==> src/rtl/pcmcmp_pkg.sv <==
package pcmcmp_pkg;

    localparam int BITS_PER_SLOT = 8;
    localparam int BIT_IDX_W     = 3;
    localparam int SLOT_FIELD_W  = 7;
    localparam int NUM_PAIRS     = 2;

    // Sample position inside the frame for the bit taken on the current edge
    typedef struct packed {
        logic                    first;
        logic                    last;
        logic [SLOT_FIELD_W-1:0] slot;
    } pos_t;

    // Capture word as seen by the host
    typedef struct packed {
        logic                    pair;
        logic [SLOT_FIELD_W-1:0] slot;
    } cap_t;

    function automatic cap_t make_cap(input logic pair, input logic [SLOT_FIELD_W-1:0] slot);
        cap_t c;
        c.pair = pair;
        c.slot = slot;
        return c;
    endfunction

endpackage

==> src/rtl/pcmcmp_slot_ctr.sv <==
module pcmcmp_slot_ctr
    import pcmcmp_pkg::*;
#(
    parameter int SLOTS = 32
) (
    input  logic clk,
    input  logic rst,
    input  logic fsync,
    output pos_t pos
);
    localparam int SW = (SLOTS > 1) ? $clog2(SLOTS) : 1;
    localparam logic [SW-1:0] LAST_SLOT = SW'(SLOTS - 1);

    logic [BIT_IDX_W-1:0] bit_q;
    logic [SW-1:0]        slot_q;
    logic [BIT_IDX_W-1:0] cur_bit;
    logic [SW-1:0]        cur_slot;

    // A sync pulse overrides the counter for the sample taken on this edge
    always_comb begin
        cur_bit    = fsync ? '0 : bit_q;
        cur_slot   = fsync ? '0 : slot_q;
        pos.first  = (cur_bit == '0);
        pos.last   = (cur_bit == BIT_IDX_W'(BITS_PER_SLOT - 1));
        pos.slot   = SLOT_FIELD_W'(cur_slot);
    end

    always_ff @(posedge clk) begin
        if (rst) begin
            bit_q  <= '0;
            slot_q <= '0;
        end else if (pos.last) begin
            bit_q  <= '0;
            slot_q <= (cur_slot == LAST_SLOT) ? '0 : cur_slot + 1'b1;
        end else begin
            bit_q  <= cur_bit + 1'b1;
            slot_q <= cur_slot;
        end
    end

    p_sync_restart_r9: assert property (@(posedge clk) disable iff (rst)
        fsync |=> (bit_q == BIT_IDX_W'(1)) && (slot_q == '0 || BITS_PER_SLOT == 1));

    p_frame_wrap_r11: assert property (@(posedge clk) disable iff (rst)
        (!fsync && bit_q == BIT_IDX_W'(BITS_PER_SLOT - 1) && slot_q == LAST_SLOT)
        |=> (slot_q == '0 && bit_q == '0));

endmodule

==> src/rtl/pcmcmp_pair_lane.sv <==
module pcmcmp_pair_lane
    import pcmcmp_pkg::*;
(
    input  logic clk,
    input  logic rst,
    input  logic en,
    input  logic line_a,
    input  logic line_b,
    input  pos_t pos,
    output logic slot_err
);
    logic acc_q;
    logic seen;

    // Running OR of bit differences; restarts at bit 0 of every slot
    always_comb begin
        seen     = (pos.first ? 1'b0 : acc_q) | (en & (line_a ^ line_b));
        slot_err = pos.last & seen;
    end

    always_ff @(posedge clk) begin
        if (rst)           acc_q <= 1'b0;
        else if (pos.last) acc_q <= 1'b0;
        else               acc_q <= seen;
    end

endmodule

==> src/rtl/pcmcmp_capture.sv <==
module pcmcmp_capture
    import pcmcmp_pkg::*;
(
    input  logic                    clk,
    input  logic                    rst,
    input  logic [NUM_PAIRS-1:0]    slot_err,
    input  logic [SLOT_FIELD_W-1:0] slot,
    input  logic                    rd_en,
    output logic                    irq,
    output cap_t                    cap
);
    logic mis_evt;
    logic pick;

    assign mis_evt = |slot_err;
    assign pick    = ~slot_err[0];   // pair 0 wins when both differ

    always_ff @(posedge clk) begin
        if (rst) begin
            irq <= 1'b0;
            cap <= '0;
        end else if (mis_evt && (!irq || rd_en)) begin
            irq <= 1'b1;
            cap <= make_cap(pick, slot);
        end else if (irq && rd_en) begin
            irq <= 1'b0;
            cap <= '0;
        end
    end

    p_raise_r3: assert property (@(posedge clk) disable iff (rst)
        mis_evt |=> irq);

    p_frozen_r5: assert property (@(posedge clk) disable iff (rst)
        (irq && !rd_en) |=> ($stable(cap) && irq));

    p_clear_r6: assert property (@(posedge clk) disable iff (rst)
        (irq && rd_en && !mis_evt) |=> (!irq && cap == '0));

    p_read_race_r7: assert property (@(posedge clk) disable iff (rst)
        (irq && rd_en && mis_evt) |=> (irq && cap.slot == $past(slot)));

endmodule

==> src/rtl/pcm_pair_compare.sv <==
module pcm_pair_compare
    import pcmcmp_pkg::*;
#(
    parameter int SLOTS = 32
) (
    input  logic       clk,
    input  logic       rst,
    input  logic       fsync,
    input  logic [3:0] rxd,
    input  logic [1:0] pair_en,
    input  logic       rd_en,
    output logic       irq,
    output logic [7:0] cap_q
);
    pos_t                 pos;
    logic [NUM_PAIRS-1:0] slot_err;
    cap_t                 cap;

    pcmcmp_slot_ctr #(.SLOTS(SLOTS)) u_ctr (
        .clk   (clk),
        .rst   (rst),
        .fsync (fsync),
        .pos   (pos)
    );

    for (genvar g = 0; g < NUM_PAIRS; g++) begin : g_lane
        pcmcmp_pair_lane u_lane (
            .clk      (clk),
            .rst      (rst),
            .en       (pair_en[g]),
            .line_a   (rxd[2*g]),
            .line_b   (rxd[2*g+1]),
            .pos      (pos),
            .slot_err (slot_err[g])
        );
    end

    pcmcmp_capture u_cap (
        .clk      (clk),
        .rst      (rst),
        .slot_err (slot_err),
        .slot     (pos.slot),
        .rd_en    (rd_en),
        .irq      (irq),
        .cap      (cap)
    );

    assign cap_q = cap;

    p_slot_in_frame_r3: assert property (@(posedge clk) disable iff (rst)
        irq |-> (int'(cap_q[6:0]) < SLOTS));

endmodule

==> config.mk <==
export PLATFORM = sky130hd
export DESIGN_NAME = pcm_pair_compare
export DESIGN_NICKNAME = d
export VERILOG_FILES = /design/src/rtl/pcmcmp_pkg.sv /design/src/rtl/pcmcmp_slot_ctr.sv /design/src/rtl/pcmcmp_pair_lane.sv /design/src/rtl/pcmcmp_capture.sv /design/src/rtl/pcm_pair_compare.sv
export SDC_FILE = /design/constraint.sdc
export NUM_CORES = 1
export LEC_CHECK = 0
export BUFFER_PORTS_ARGS = -buffer_cell sky130_fd_sc_hd__buf_2
export CAP_MARGIN = 20
export CORE_AREA = 3 3 54 46
export DETAILED_ROUTE_END_ITERATION = 7
export DIE_AREA = 0 0 57 49
export PLACE_DENSITY = 0.7
export SKIP_CTS_REPAIR_TIMING = 1
export SLEW_MARGIN = 20
export SYNTH_ARGS = -nofsm -noshare
export SYNTH_HDL_FRONTEND = slang
export SYNTH_HIERARCHICAL = 1
export SYNTH_SLANG_ARGS = --single-unit
==> constraint.sdc <==
create_clock -name clk -period 2.7 [get_ports clk]
set_clock_uncertainty 0.1 [all_clocks]
set_input_delay 0 -clock clk [delete_from_list [all_inputs] [get_ports clk]]
set_output_delay 0 -clock clk [all_outputs]
set_load 0.01 [all_outputs]
==> run summary <==
TritonCTS built the clock tree. The synthesized design contains 19 register bits. The checks that failed: hold timing.

The residual antenna-violating net count after detailed routing was 0. The number of slew-limit violations in the final report came out at 0. Across the VDD grid, the largest voltage drop is 0.295 mV. The run gives 5 as the count of TritonRoute iterations in the first routing pass. Leaving out fill and tap cells, the most frequent cell in the layout is sky130_fd_sc_hd__dfxtp_1. Count of buffers inserted at the top-level ports: 18.

The number of clock sinks was 19; the wire length reported by the detailed router was 1.93 mm. For the total track usage, the log shows 13.6%. In this run the deepest clock path goes through 2 buffers. Setup violations remaining at the end of the flow were counted as 0. The ratio of final minimum period to clock period is 91.3%, and the via total after detailed routing is 808. The first global-routing pass estimated 3.06 mm of wire.

The final hold violation count is 1, and the post-detailed-route via-to-cell ratio is 5.25. Once detailed placement completed, the half-perimeter wirelength came to 1.36 mm. The post-synthesis async set-or-reset flop share was 0%; the biggest cell delay along the critical path was 0.59 ns.

For the number of global-route vias before repair, the log shows 686. For this run, the number of Yosys warnings is 6. STA classifies the critical path endpoint as a flop. The height of the die is 49 um, and the critical path arrival is 2.61 ns.

The tools report the initial antenna violation count as 0. For the worst-skew pair, the clock arrives at the later sink with an insertion delay of 0.29 ns. The tools report the worst-case hold slack as -0.00276 ns. For this design the ratio of total power to cell area is 405 mW/mm2. The slew at the pin closest to its max-slew limit works out to 0.489 ns.

The leftover overflow at the end of global routing is 0, and the total of fill cells in the finished design is 182. The master cell of the clock root buffer was sky130_fd_sc_hd__clkbuf_4. In the routed design, unresolved DRC markers number 0.

The number of enable flip-flop cells after synthesis is 0. The logs give 107 for the instance count of the mapped netlist and 22 for the largest net degree at the start of global routing. The initial utilization of the core area, before any placement, comes to 50.3%. Max-cap violations in this run came to 0. The cell depth of the worst min-delay path is 2, and the logic depth of the worst register-to-register path is 7.

In the layout the commonest cells are 19 x sky130_fd_sc_hd__dfxtp_1, 18 x sky130_fd_sc_hd__buf_2, 9 x sky130_fd_sc_hd__o21ai_0, 8 x sky130_fd_sc_hd__a21oi_1, 7 x sky130_fd_sc_hd__nand3_1. After layout, the worst setup slack is 0.236 ns. The area growth from synthesis to layout is 17.3%. The worst setup path is launched from an input port. The tools report the routability congestion estimate from global placement as 0.785. In this design, the largest share of critical-path delay is due to buffers and inverters. After routing, the total negative slack on setup checks comes to 0 ns. The run gives 0.489 nW as the reported leakage power. The internal portion of the total power is 360 uW. The share of the Yosys chip area taken by registers is 39.2%.

The die covers 0.00279 mm2. The run gives 62.0% as the relative contribution of sequential cells to total power. The core region is 0.00193 mm2. The number of buffers and inverters on the critical path is 4.

In this run the count of I/O pins placed on the die edge is 19. In this run switching power makes up 21.8% of total power. Commonest register cell after synthesis: sky130_fd_sc_hd__dfxtp_1. The startpoint-to-endpoint class of the critical path is input port to flop. The peak clock frequency supported by timing is 0.406 GHz, and the largest driver fanout on the critical path is 9. The library cell contributing the largest single delay on the critical path was sky130_fd_sc_hd__dlygate4sd3_1. The flow ran to the end, but the final reports show violations. STA puts the critical path data required time at 2.84 ns.

Setup repair after global routing left no endpoint under its margin. Measured along the x axis, the die boundary spans 57 um. The critical path goes through dlygate4sd3_1 -> buf_2 -> nand2b_1 -> inv_1 -> ha_1 -> ha_1 -> or4b_1 -> o41ai_1 -> dlygate4sd3_1.

The total CTS buffers was 3. Prior to clock tree synthesis, the placed netlist has a worst setup slack of 0.541 ns. A synthesized cell averages 9.06 um2. The post-synthesis instance area was 970 um2; the depth of the critical timing path with buffers and inverters included was 9.

Clock-pin slew was measured on the worst setup and hold paths at 0.10 ns. At the end of the flow, the number of nets in the layout was 146. The worst path needs 2.46 ns of the cycle, external delays included. Summed over all nets, the switching power comes to 100 uW.

In this run the tightest slew margin relative to its limit is 67.1%. The number of antenna diodes in the final layout is 0. The run gives 7.7% as the proportion of power drawn by combinational gates. In this run, the number of DRC markers left after iteration 0 of detailed routing was 17. The path class of the lowest-slack min-delay path was input port to flop.

The share of layout cells above drive strength 1 is 22.3%, and the H-tree level count is 1. The clock share of power is 30.3%, and the detailed-route wire length per cell is 12.5 um. The initialized floorplan defines 14 standard-cell rows. The number of different library cells used by synthesis comes to 34.
[cell usage after synthesis, types with 2 or more instances]
cell type                  instances  share of area [%]
sky130_fd_sc_hd__dfxtp_1          19                 39
sky130_fd_sc_hd__o21ai_0           9                4.6
sky130_fd_sc_hd__a21oi_1           8                4.1
sky130_fd_sc_hd__nand3_1           7                3.6
sky130_fd_sc_hd__nor2_1            6                2.3
sky130_fd_sc_hd__nor2b_1           6                3.9
sky130_fd_sc_hd__ha_1              5                6.5
sky130_fd_sc_hd__inv_1             5                1.9
sky130_fd_sc_hd__nand2_1           4                1.5
sky130_fd_sc_hd__nand2b_1          4                2.6
sky130_fd_sc_hd__nand3b_1          3                2.3
sky130_fd_sc_hd__buf_4             2                1.5
sky130_fd_sc_hd__buf_6             2                2.3
sky130_fd_sc_hd__mux2i_1           2                2.1
sky130_fd_sc_hd__nor3b_1           2                1.5
sky130_fd_sc_hd__o41ai_1           2                1.8
sky130_fd_sc_hd__or4b_1            2                2.1
sky130_fd_sc_hd__xnor2_1           2                1.8
sky130_fd_sc_hd__xor2_1            2                1.8
[metrics by stage]
stage | util, % | area, um2 | std cells | hold slack [ns] | power [mW]
2_1_floorplan | - | 973 | 108 | -0.0311 | 0.309
3_3_place_gp | 54.5 | 1050 | 144 | 0.170 | 0.319
3_5_place_dp | 54.5 | 1050 | 144 | 0.173 | 0.320
4_1_cts | 55.9 | 1080 | 148 | -0.153 | 0.461
5_1_grt | 59.0 | 1140 | 154 | 0.00367 | 0.486
6_report | 59.0 | 1140 | 154 | -0.00276 | 0.461
[power groups by stage]
stage / Combinational, mW / Clock, mW / Sequential, mW
global placement: 0.0275 / 0 / 0.292
floorplan: 0.0175 / 0 / 0.292
CTS: 0.0285 / 0.147 / 0.286
finish: 0.0355 / 0.140 / 0.285
detailed placement: 0.0284 / 0 / 0.292
global route: 0.0402 / 0.159 / 0.286
[per-layer routing]
layer	GRT usage [%]	vias up	part of all wire, %
met1	18.2	367	47
met3	5.82	4	5.6
li1	-	413	-
met2	21.1	24	47
met4	1.16	0	0.52
met5	0	-	0
[layout make-up]
cell class / count / area [um2] / area share [%]
Inverter: 5 / 18.8 / 1.65
Multi-Input combinational cell: 77 / 524 / 46.1
Clock buffer: 4 / 26.3 / 2.31
Sequential cell: 19 / 380 / 33.4
Timing Repair Buffer: 25 / 158 / 13.9
Tap cell: 24 / 30.0 / 2.64
[cells by family (layout without fill, tap and decap cells)]
group | after synthesis | after routing | synth area share (%)
xor gates and xnor gates | 4 | 4 | 3.61
muxes | 3 | 3 | 3.23
DFF | 19 | 19 | 39.2
and+or+nand+nor | 41 | 41 | 25.9
other | 1 | 2 | 0.387
AOI/OAI and AO/OA | 22 | 22 | 14.1
buffers and inverters | 12 | 34 | 7.10
adders and majority gates | 5 | 5 | 6.45
[worst paths after layout]
| check | from | end | slack [ns] |
|---|---|---|---|
| worst max-delay path | fsync | g_lane[1].u_lane/acc_q$_SDFF_PP0_ | 0.24 |
| worst min register to register | u_cap/cap[2]$_SDFFE_PP0P_ | u_cap/cap[2]$_SDFFE_PP0P_ | 0.38 |
| worst min-delay path | rst | u_ctr/slot_q[2]$_SDFF_PP0_ | -0.003 |
| worst max register to register | u_ctr/bit_q[0]$_SDFF_PP0_ | g_lane[1].u_lane/acc_q$_SDFF_PP0_ | 0.43 |
[state kept, by name, summed over array words and instances, names as in the netlist]
| signal | cells |
|---|---|
| g_lane.u_lane/acc_q | 2 |
| u_cap/cap | 8 |
| u_ctr/bit_q | 3 |
| u_cap/irq | 1 |
| u_ctr/slot_q | 5 |
Power figures use the tool's default switching activity.
